--- src/rtl/ptw_pkg.sv ---
package ptw_pkg;

    typedef enum logic [2:0] {
        S_IDLE  = 3'd0,
        S_READ  = 3'd1,
        S_WAIT  = 3'd2,
        S_DONE  = 3'd3,
        S_FAULT = 3'd4
    } ptw_state_e;

endpackage

--- src/rtl/ptw_index_sel.sv ---
module ptw_index_sel #(
    parameter int LEVELS = 2,
    parameter int IDX_W  = 10,
    parameter int LVL_W  = 1
) (
    input  logic [LEVELS*IDX_W-1:0] vpn,
    input  logic [LVL_W-1:0]        level,
    output logic [IDX_W-1:0]        idx
);

    logic [IDX_W-1:0] fld [LEVELS];

    // level 0 takes the most significant field of the page number
    for (genvar g = 0; g < LEVELS; g++) begin : g_fld
        assign fld[g] = vpn[(LEVELS-1-g)*IDX_W +: IDX_W];
    end

    always_comb begin
        idx = '0;
        for (int g = 0; g < LEVELS; g++) begin
            if (level == LVL_W'(g)) begin
                idx = fld[g];
            end
        end
    end

endmodule

--- src/rtl/ptw_entry_addr.sv ---
module ptw_entry_addr #(
    parameter int PA_W  = 32,
    parameter int IDX_W = 10,
    parameter int EB_LG = 2
) (
    input  logic [PA_W-1:0]  base,
    input  logic [IDX_W-1:0] idx,
    output logic [PA_W-1:0]  addr
);

    logic [PA_W-1:0] offs;

    always_comb begin
        offs = {{(PA_W-IDX_W){1'b0}}, idx} << EB_LG;
        addr = base + offs;
    end

endmodule

--- src/rtl/ptw_result.sv ---
module ptw_result #(
    parameter int PA_W  = 32,
    parameter int OFF_W = 12
) (
    input  logic [PA_W-OFF_W-1:0] frame,
    input  logic [OFF_W-1:0]      offset,
    output logic [PA_W-1:0]       paddr,
    output logic [PA_W-1:0]       next_base
);

    always_comb begin
        paddr     = {frame, offset};
        next_base = {frame, {OFF_W{1'b0}}};
    end

endmodule

--- src/rtl/ptw_walker.sv ---
module ptw_walker
    import ptw_pkg::*;
#(
    parameter int LEVELS      = 2,
    parameter int IDX_W       = 10,
    parameter int OFF_W       = 12,
    parameter int PA_W        = 32,
    parameter int ENTRY_BYTES = 4,
    parameter int VA_W        = OFF_W + LEVELS*IDX_W,
    parameter int LVL_W       = (LEVELS > 1) ? $clog2(LEVELS) : 1,
    parameter int PFN_W       = PA_W - OFF_W
) (
    input  logic             clk,
    input  logic             rst_n,
    input  logic             req_valid_i,
    input  logic [VA_W-1:0]  req_vaddr_i,
    input  logic [PA_W-1:0]  req_root_i,
    output logic             busy_o,
    output logic             mem_req_valid_o,
    output logic [PA_W-1:0]  mem_req_addr_o,
    input  logic             mem_rsp_valid_i,
    input  logic [PA_W-1:0]  mem_rsp_data_i,
    output logic             done_o,
    output logic             fault_o,
    output logic [LVL_W-1:0] fault_level_o,
    output logic [PFN_W-1:0] pfn_o,
    output logic [PA_W-1:0]  paddr_o
);

    localparam int VPN_W = LEVELS * IDX_W;
    localparam int EB_LG = $clog2(ENTRY_BYTES);
    localparam logic [LVL_W-1:0] LAST_LVL = LVL_W'(LEVELS - 1);

    typedef struct packed {
        ptw_state_e       state;
        logic [LVL_W-1:0] level;
        logic [PA_W-1:0]  base;
        logic [VA_W-1:0]  vaddr;
        logic             fault;
        logic [LVL_W-1:0] flevel;
        logic [PFN_W-1:0] pfn;
        logic [PA_W-1:0]  paddr;
    } walk_t;

    walk_t q, d;

    logic [IDX_W-1:0] cur_idx;
    logic [PA_W-1:0]  ent_addr;
    logic [PA_W-1:0]  leaf_paddr;
    logic [PA_W-1:0]  next_base;
    logic             ent_valid;
    logic [PFN_W-1:0] ent_frame;
    logic             unused_rsv;

    assign ent_valid  = mem_rsp_data_i[0];
    assign ent_frame  = mem_rsp_data_i[PA_W-1:OFF_W];
    assign unused_rsv = &{1'b0, mem_rsp_data_i[OFF_W-1:1]};

    ptw_index_sel #(
        .LEVELS (LEVELS),
        .IDX_W  (IDX_W),
        .LVL_W  (LVL_W)
    ) u_idx (
        .vpn   (q.vaddr[VA_W-1 -: VPN_W]),
        .level (q.level),
        .idx   (cur_idx)
    );

    ptw_entry_addr #(
        .PA_W  (PA_W),
        .IDX_W (IDX_W),
        .EB_LG (EB_LG)
    ) u_addr (
        .base (q.base),
        .idx  (cur_idx),
        .addr (ent_addr)
    );

    ptw_result #(
        .PA_W  (PA_W),
        .OFF_W (OFF_W)
    ) u_res (
        .frame     (ent_frame),
        .offset    (q.vaddr[OFF_W-1:0]),
        .paddr     (leaf_paddr),
        .next_base (next_base)
    );

    always_comb begin
        d = q;
        case (q.state)
            S_IDLE: begin
                if (req_valid_i) begin
                    d.state = S_READ;
                    d.level = '0;
                    d.base  = req_root_i;
                    d.vaddr = req_vaddr_i;
                end
            end
            S_READ: begin
                d.state = S_WAIT;
            end
            S_WAIT: begin
                if (mem_rsp_valid_i) begin
                    if (!ent_valid) begin
                        d.state  = S_FAULT;
                        d.fault  = 1'b1;
                        d.flevel = q.level;
                        d.pfn    = '0;
                        d.paddr  = '0;
                    end else if (q.level == LAST_LVL) begin
                        d.state  = S_DONE;
                        d.fault  = 1'b0;
                        d.flevel = '0;
                        d.pfn    = ent_frame;
                        d.paddr  = leaf_paddr;
                    end else begin
                        d.state = S_READ;
                        d.level = LVL_W'(q.level + 1'b1);
                        d.base  = next_base;
                    end
                end
            end
            S_DONE, S_FAULT: begin
                d.state = S_IDLE;
            end
            default: begin
                d.state = S_IDLE;
            end
        endcase
    end

    always_ff @(posedge clk or negedge rst_n) begin
        if (!rst_n) begin
            q <= '{state: S_IDLE, default: '0};
        end else begin
            q <= d;
        end
    end

    assign busy_o          = (q.state != S_IDLE);
    assign mem_req_valid_o = (q.state == S_READ);
    assign mem_req_addr_o  = ent_addr;
    assign done_o          = (q.state == S_DONE) || (q.state == S_FAULT);
    assign fault_o         = q.fault;
    assign fault_level_o   = q.flevel;
    assign pfn_o           = q.pfn;
    assign paddr_o         = q.paddr;

    // a read strobe never lasts two cycles
    a_r10_single_read: assert property (@(posedge clk) disable iff (!rst_n)
        mem_req_valid_o |=> !mem_req_valid_o);

    // done is a single-cycle pulse
    a_r6_done_pulse: assert property (@(posedge clk) disable iff (!rst_n)
        done_o |=> !done_o);

    // a fault carries no translation
    a_r5_fault_no_addr: assert property (@(posedge clk) disable iff (!rst_n)
        fault_o |-> (paddr_o == '0 && pfn_o == '0));

    // results move only together with the done pulse
    a_r8_hold_results: assert property (@(posedge clk) disable iff (!rst_n)
        !$stable({paddr_o, pfn_o, fault_o, fault_level_o}) |-> done_o);

    // a walk starts only from a presented request
    a_r7_accept_req: assert property (@(posedge clk) disable iff (!rst_n)
        $rose(busy_o) |-> $past(req_valid_i));

    // every entry read is aligned to the entry size
    a_r3_aligned: assert property (@(posedge clk) disable iff (!rst_n)
        mem_req_valid_o |-> (mem_req_addr_o % ENTRY_BYTES) == 0);

endmodule

--- config.mk ---
export PLATFORM = sky130hd
export DESIGN_NAME = ptw_walker
export DESIGN_NICKNAME = d
export VERILOG_FILES = /design/src/rtl/ptw_pkg.sv /design/src/rtl/ptw_index_sel.sv /design/src/rtl/ptw_entry_addr.sv /design/src/rtl/ptw_result.sv /design/src/rtl/ptw_walker.sv
export SDC_FILE = /design/constraint.sdc
export NUM_CORES = 1
export LEC_CHECK = 0
export ABC_CLOCK_PERIOD_IN_PS = 3600
export BUFFER_PORTS_ARGS = -buffer_cell sky130_fd_sc_hd__buf_4
export CAP_MARGIN = 10
export CORE_MARGIN = 2
export CORE_UTILIZATION = 30
export DETAILED_ROUTE_END_ITERATION = 12
export GPL_ROUTABILITY_DRIVEN = 0
export GPL_TIMING_DRIVEN = 0
export PLACE_DENSITY = 0.64
export SYNTH_ARGS = -nofsm -noshare
export SYNTH_HDL_FRONTEND = slang
export SYNTH_SLANG_ARGS = --single-unit
export TNS_END_PERCENT = 1
--- constraint.sdc ---
create_clock -name clk -period 3.6 [get_ports clk]
set_clock_uncertainty 0.05 [all_clocks]
set_input_delay 0.9 -clock clk [delete_from_list [all_inputs] [get_ports clk]]
set_output_delay 0.9 -clock clk [all_outputs]
set_load 0.01 [all_outputs]
# --- Yosys cells after proc, flatten, opt, wreduce, memory -nomap -nowiden ---
# Index checks and enable logic that the tools add are counted.
totals:
  input_bits: 100
  regBits: 122
  output_inout_bits: 89
  wordCells: 39
classes:
  mux: 11
  addsub: 2
  eq_ne: 9
  n_reduce_logical: 9
op_table:
  columns: ["op", "n"]
  rows:
  - ["54-bit 2-to-1 mux", 2]
  - ["68-bit 2-to-1 mux", 1]
  - ["33-bit 2-to-1 mux", 2]
  - ["33-bit case mux with 2 select lines", 1]
  - ["36-bit 2-to-1 mux", 1]
  - ["32-bit by 12-bit adder with 32-bit output", 1]
  - ["10-bit 2-to-1 mux", 1]
  - ["3-bit case mux with 3 select lines", 1]
  - ["2-bit != test, second input constant", 4]
  - ["3-bit by 2-bit equality test with 1-bit output, second input constant", 2]
  - ["5-bit AND reduction", 1]
  - ["2-bit AND reduction", 2]
  - ["4-bit AND reduction", 1]
  - ["3-bit by 1-bit equality test with 1-bit output, second input constant", 1]
  - ["3-bit equality test, second input constant", 1]
  - ["3-bit zero test", 1]
  - ["3-bit 2-to-1 mux", 1]
  - ["3-bit AND reduction", 1]
  - ["3-bit nonzero test", 1]
  - ["2-bit 2-to-1 mux", 1]
  - ["2-bit by 1-bit != test with 1-bit output, second input constant", 1]
  - ["2-bit nonzero test", 1]
  - ["1-bit adder, second input constant", 1]
  - ["1-bit logical OR", 1]

# --- Depth between registers and ports, before layout ---
depth:
  word_depth: 5
  mapped_depth: 11
  mapped_depth_nobuf: 10

# --- Modules after synthesis ---
# Synthesis repeated with hierarchy kept, for this count alone.
hier_totals:
  hier_cells: 583
  area_unflattened_um2: 6879.1
modules_own_cells:
  columns: ["mod", "area_per_inst_um2", "instances", "seq_area_each_um2", "cells_each"]
  rows:
  - ["ptw_walker", 5353.9, 1, 3052.9, 386]
  - ["ptw_entry_addr", 879.6, 1, 0.0, 121]
  - ["ptw_result", 484.2, 1, 0.0, 65]
  - ["ptw_index_sel", 161.4, 1, 0.0, 11]

# --- Worst setup path after synthesis ---
# OpenSTA, ideal clock, no wires.
synth_timing:
  path_type: "register -> output"
  startpoint: "register q[118] in the netlist's numbering"
  endpoint: "output mem_req_addr_o[23]"
  path_slack_ps: -40
  path_buffers: 2
  stages_incl_launch_ff: 11
  t_required_ps: 2650
  arrival_ps: 2690
  cell_sequence: "dfrtp_1 clkbuf_1 clkbuf_1 mux2_2 ha_1 a21o_1 a221o_1 a21oi_1 o21ai_2 nand4_1 xnor2_1"
synth_via:
  elab_chain_len: 2
synth_rtl:
  columns: ["item", "line", "source"]
  rows:
  - ["start, declared", "ptw_walker.sv:45", "walk_t q, d;"]
  - ["start signal, assigned", "ptw_walker.sv:135", "q <= '{state: S_IDLE, default: '0};"]
  - ["start signal, assigned", "ptw_walker.sv:137", "q <= d;"]
  - ["10-bit 2-to-1 mux", "ptw_index_sel.sv:21", "if (level == LVL_W'(g)) begin"]
  - ["32-bit by 12-bit adder with 32-bit output", "ptw_entry_addr.sv:15", "addr = base + offs;"]
  - ["end, declared", "ptw_walker.sv:20", "output logic [PA_W-1:0] mem_req_addr_o,"]
# Every way passes these cells.

# --- Worst setup path after layout ---
layout_timing:
  startpoint: "register q[118] in the netlist's numbering"
  endpoint: "output mem_req_addr_o[18]"
# Same word-level chain as after synthesis.

==> key figures <==
Status
  – Status: finished with violations
  – Failing checks: negative setup slack

Detailed routing
  – Post-DR wirelength/cell: around 17 µm
  – Overall routed net length: 15240 µm
  – DR DRC count: 0
  – Iteration-0 DRC Markers: around 170
  – DR vias: approximately 4300
  – Via/cell ratio: between 4 and 5
  – ANT nets after route: 0
  – DR pass1 iterations: 4

Pwr
  – Power Dens Cells: between 900 and 1000 mW/mm²
  – Peak supply drop: 490.7 µV
  – Total chip power: between 7 and 8 mW
  – P_leak: 3.653 nW

Worst hold path
  – Hold Crit Depth: 2
  – Worst min-delay path class: flip-flop to flip-flop

Floorplan
  – Die Area: 0.01890 mm²
  – Core ar.: 0.01736 mm²
  – Rows: 48
  – Die Y: between 100 and 150 µm
  – Die extent in x: around 140 µm
  – I/O pin count: around 190
  – Starting density of the core: ~30%

Logic synthesis
  – Synthesized area: about 0.0053 mm²
  – Commonest cells in the netlist: 102 x dfrtp_1, 59 x buf_4, 54 x nor2_1
  – Count leader, synth: dfrtp_1
  – Yosys top cell area share: between 40% and 50%
  – Synth Register Bits: 102
  – Post-synth EDFFs: 0
  – Synth Net Count: 612
  – Synth Flop Type: dfrtp_1
  – Yosys warning total: 0
  – Synth Instances: around 500
  – Synth cell types: 44
  – Synthesized area per cell: 10.67 µm²
  – Ys async rst share: 100.0%
  – Yosys top cell by area: dfrtp_1
  – Ranking of synthesized cells by area: dfrtp_1 48%, mux2_2 8.4%, buf_4 8.3%, a22o_1 5.4%, nor2_1 3.8%
  – Register area share after synthesis: a little under half

Clock network
  – Clk buf depth: 2
  – Clk slew on worst S/H paths: around 80 ps
  – CTS Buf Count: 9
  – Clk Tree Root Cell: clkbuf_16
  – Cts hold-fix bufs: 0
  – H-tree depth: 3
  – CTS tree: built
  – CTS sink cnt: a little over 100
  – Worst-Skew Late Latency: 350 ps

Critical path
  – Critical path capture point type: output pin
  – Worst path required time: ~2700 ps
  – Crit start category: flip-flop
  – CP Max Fanout: 7
  – Cells on worst reg2reg path: 5
  – CP arrival: 2870 ps
  – Setup CP Type: flip-flop to output pin

Final layout
  – Nets: roughly 800
  – Area Overhead vs Synth: 42.00%
  – Share of layout cells above drive strength 1: 50.43%
  – Design area: ~0.0076 mm²
  – Diodes inserted: 0

Global routing
  – Maximum number of pins on one net before global-route repair: 53
  – GR Overflow Total: 0
  – Global Route Usage Sum: 16.62%
  – First-pass GRT wire length: approximately 24000 µm
  – Vias in the first global route: around 4400
  – Antenna violations before repair: 0

Timing
  – # setup viols final: 24
  – Highest Clock Rate: ~0.26 GHz
  – Worst Tran Pin Value: 715.8 ps
  – Rel. slew slack: a little over half
  – Final worst path period need: around 3800 ps
  – Pins over their slew limit: 0
  – Final Hold Viols: 0
  – Final worst slack: -220.7 ps
  – Setup repair after global routing missed its margin: yes
  – Final Cycle Share: 106.1%

Placed design
  – Placed cell areas: approximately 0.007 mm²
  – Port Buffers: 177
  – HPWL Detailed: approximately 11000 µm

Job
  – Max-Cap Viols: 0
-- through the flow --
| step | hold slack [ps] | instances | utilization, % | setup TNS, ps | setup WS [ps] |
|---|---|---|---|---|---|
| 4_1_cts | 435.4 | 923 | 43.37 | -4206 | -235.6 |
| 6_report | 432.3 | 923 | 43.72 | -3718 | -220.7 |
| 5_1_grt | 455.4 | 923 | 43.72 | -7003 | -412.9 |
| 3_5_place_dp | 412.8 | 904 | 40.23 | -10360 | -580.8 |
| 2_1_floorplan | 390.0 | 501 | - | 0 | 76.77 |
| 3_3_place_gp | 407.0 | 903 | 40.07 | -9402 | -542.7 |
-- per-layer routing --
| metal | wire [µm] | track usage [%] | vias up |
|---|---|---|---|
| li1 | - | - | 2096 |
| met1 | 6921 | 22.98 | 2101 |
| met2 | 7100 | 25.90 | 119 |
| met3 | 938 | 3.458 | 18 |
| met4 | 276 | 5.556 | 0 |
| met5 | 0 | 0 | - |
-- worst paths after layout --
path | start | endpoint | slack (ps)
max | q[118] | mem_req_addr_o[18] | -220
min reg2reg | q[86] | q[86] | 430
max reg2reg | q[119] | q[101] | 1640
min in group asynchronous | rst_n | paddr_o[7] | 540
min | q[86] | q[86] | 430
max in group asynchronous | rst_n | q[105] | 2240
-- area by class of cell --
class                   instances  area [µm²]
inverters                       7       26.28
plain buffers                  78       579.3
flip-flops and latches        102        2554
clock inverters                 7       63.81
clock buffers                   9       225.2
repair buffers                181        1415
multi-input cells             314        2444
fillers                      1691        9768
well taps                     225       281.5
-- critical path: stages, from the launching register on --
cell and delay [ps]:
dfrtp_2 430, buf_6 140, mux2_4 210, ha_4 130, inv_2 30, fa_2 350, nor2b_2 130, o31a_1 220
nor3_2 70, o21bai_4 250, buf_12 160, nand3_2 80, xnor2_1 170, buf_4 150
-- report_power, final --
| group | total (mW) | switching [mW] | internal, mW |
|---|---|---|---|
| Combinational | 4.15 | 1.90 | 2.25 |
| Clock | 0.972 | 0.485 | 0.486 |
| Sequential | 2.04 | 0.401 | 1.64 |
-- cells by family (layout without fill, tap and decap cells) --
| family | Yosys count | count (layout) | share of synthesized area, % |
|---|---|---|---|
| and+or+nand+nor | 155 | 155 | 13.63 |
| DFF | 102 | 102 | 47.76 |
| xor gates and xnor gates | 25 | 25 | 4.097 |
| muxes | 42 | 42 | 8.827 |
| AOI/OAI and AO/OA | 80 | 81 | 11.96 |
| adders and majority gates | 11 | 11 | 2.716 |
| buffers and inverters | 86 | 282 | 11.00 |
-- state kept, by name, indices dropped and copies added (netlist names) --
signal,count
fault_o,1
paddr_o,12
q,68
fault_level_o,1
pfn_o,20
-- layout by cell type, fill, tap and decap left out, drive strengths merged, types with 2 or more instances in the layout --
master	count
dfrtp	102
nor2b	3
ha	10
a21oi	10
nor2	57
a22o	33
xor2	2
xnor2	23
a221oi	20
nor3	5
and4	2
clkbuf	13
nand2b	3
and2	4
mux2	41
inv	11
buf	255
a21o	2
and3	8
clkinvlp	2
o21ai	9
nand3	28
nand4	2
nand2	39
-- what timing repair did --
item / 4_1_cts / 5_1_grt
endpoints found under the setup margin: 27 / 24
setup buffers: 2 / 0
endpoints found under the hold margin: 0 / 0
gates resized for setup: 38 / 8
pin swaps: 7 / 1
cloned: 2 / 0
Power figures use the tool's default switching activity.
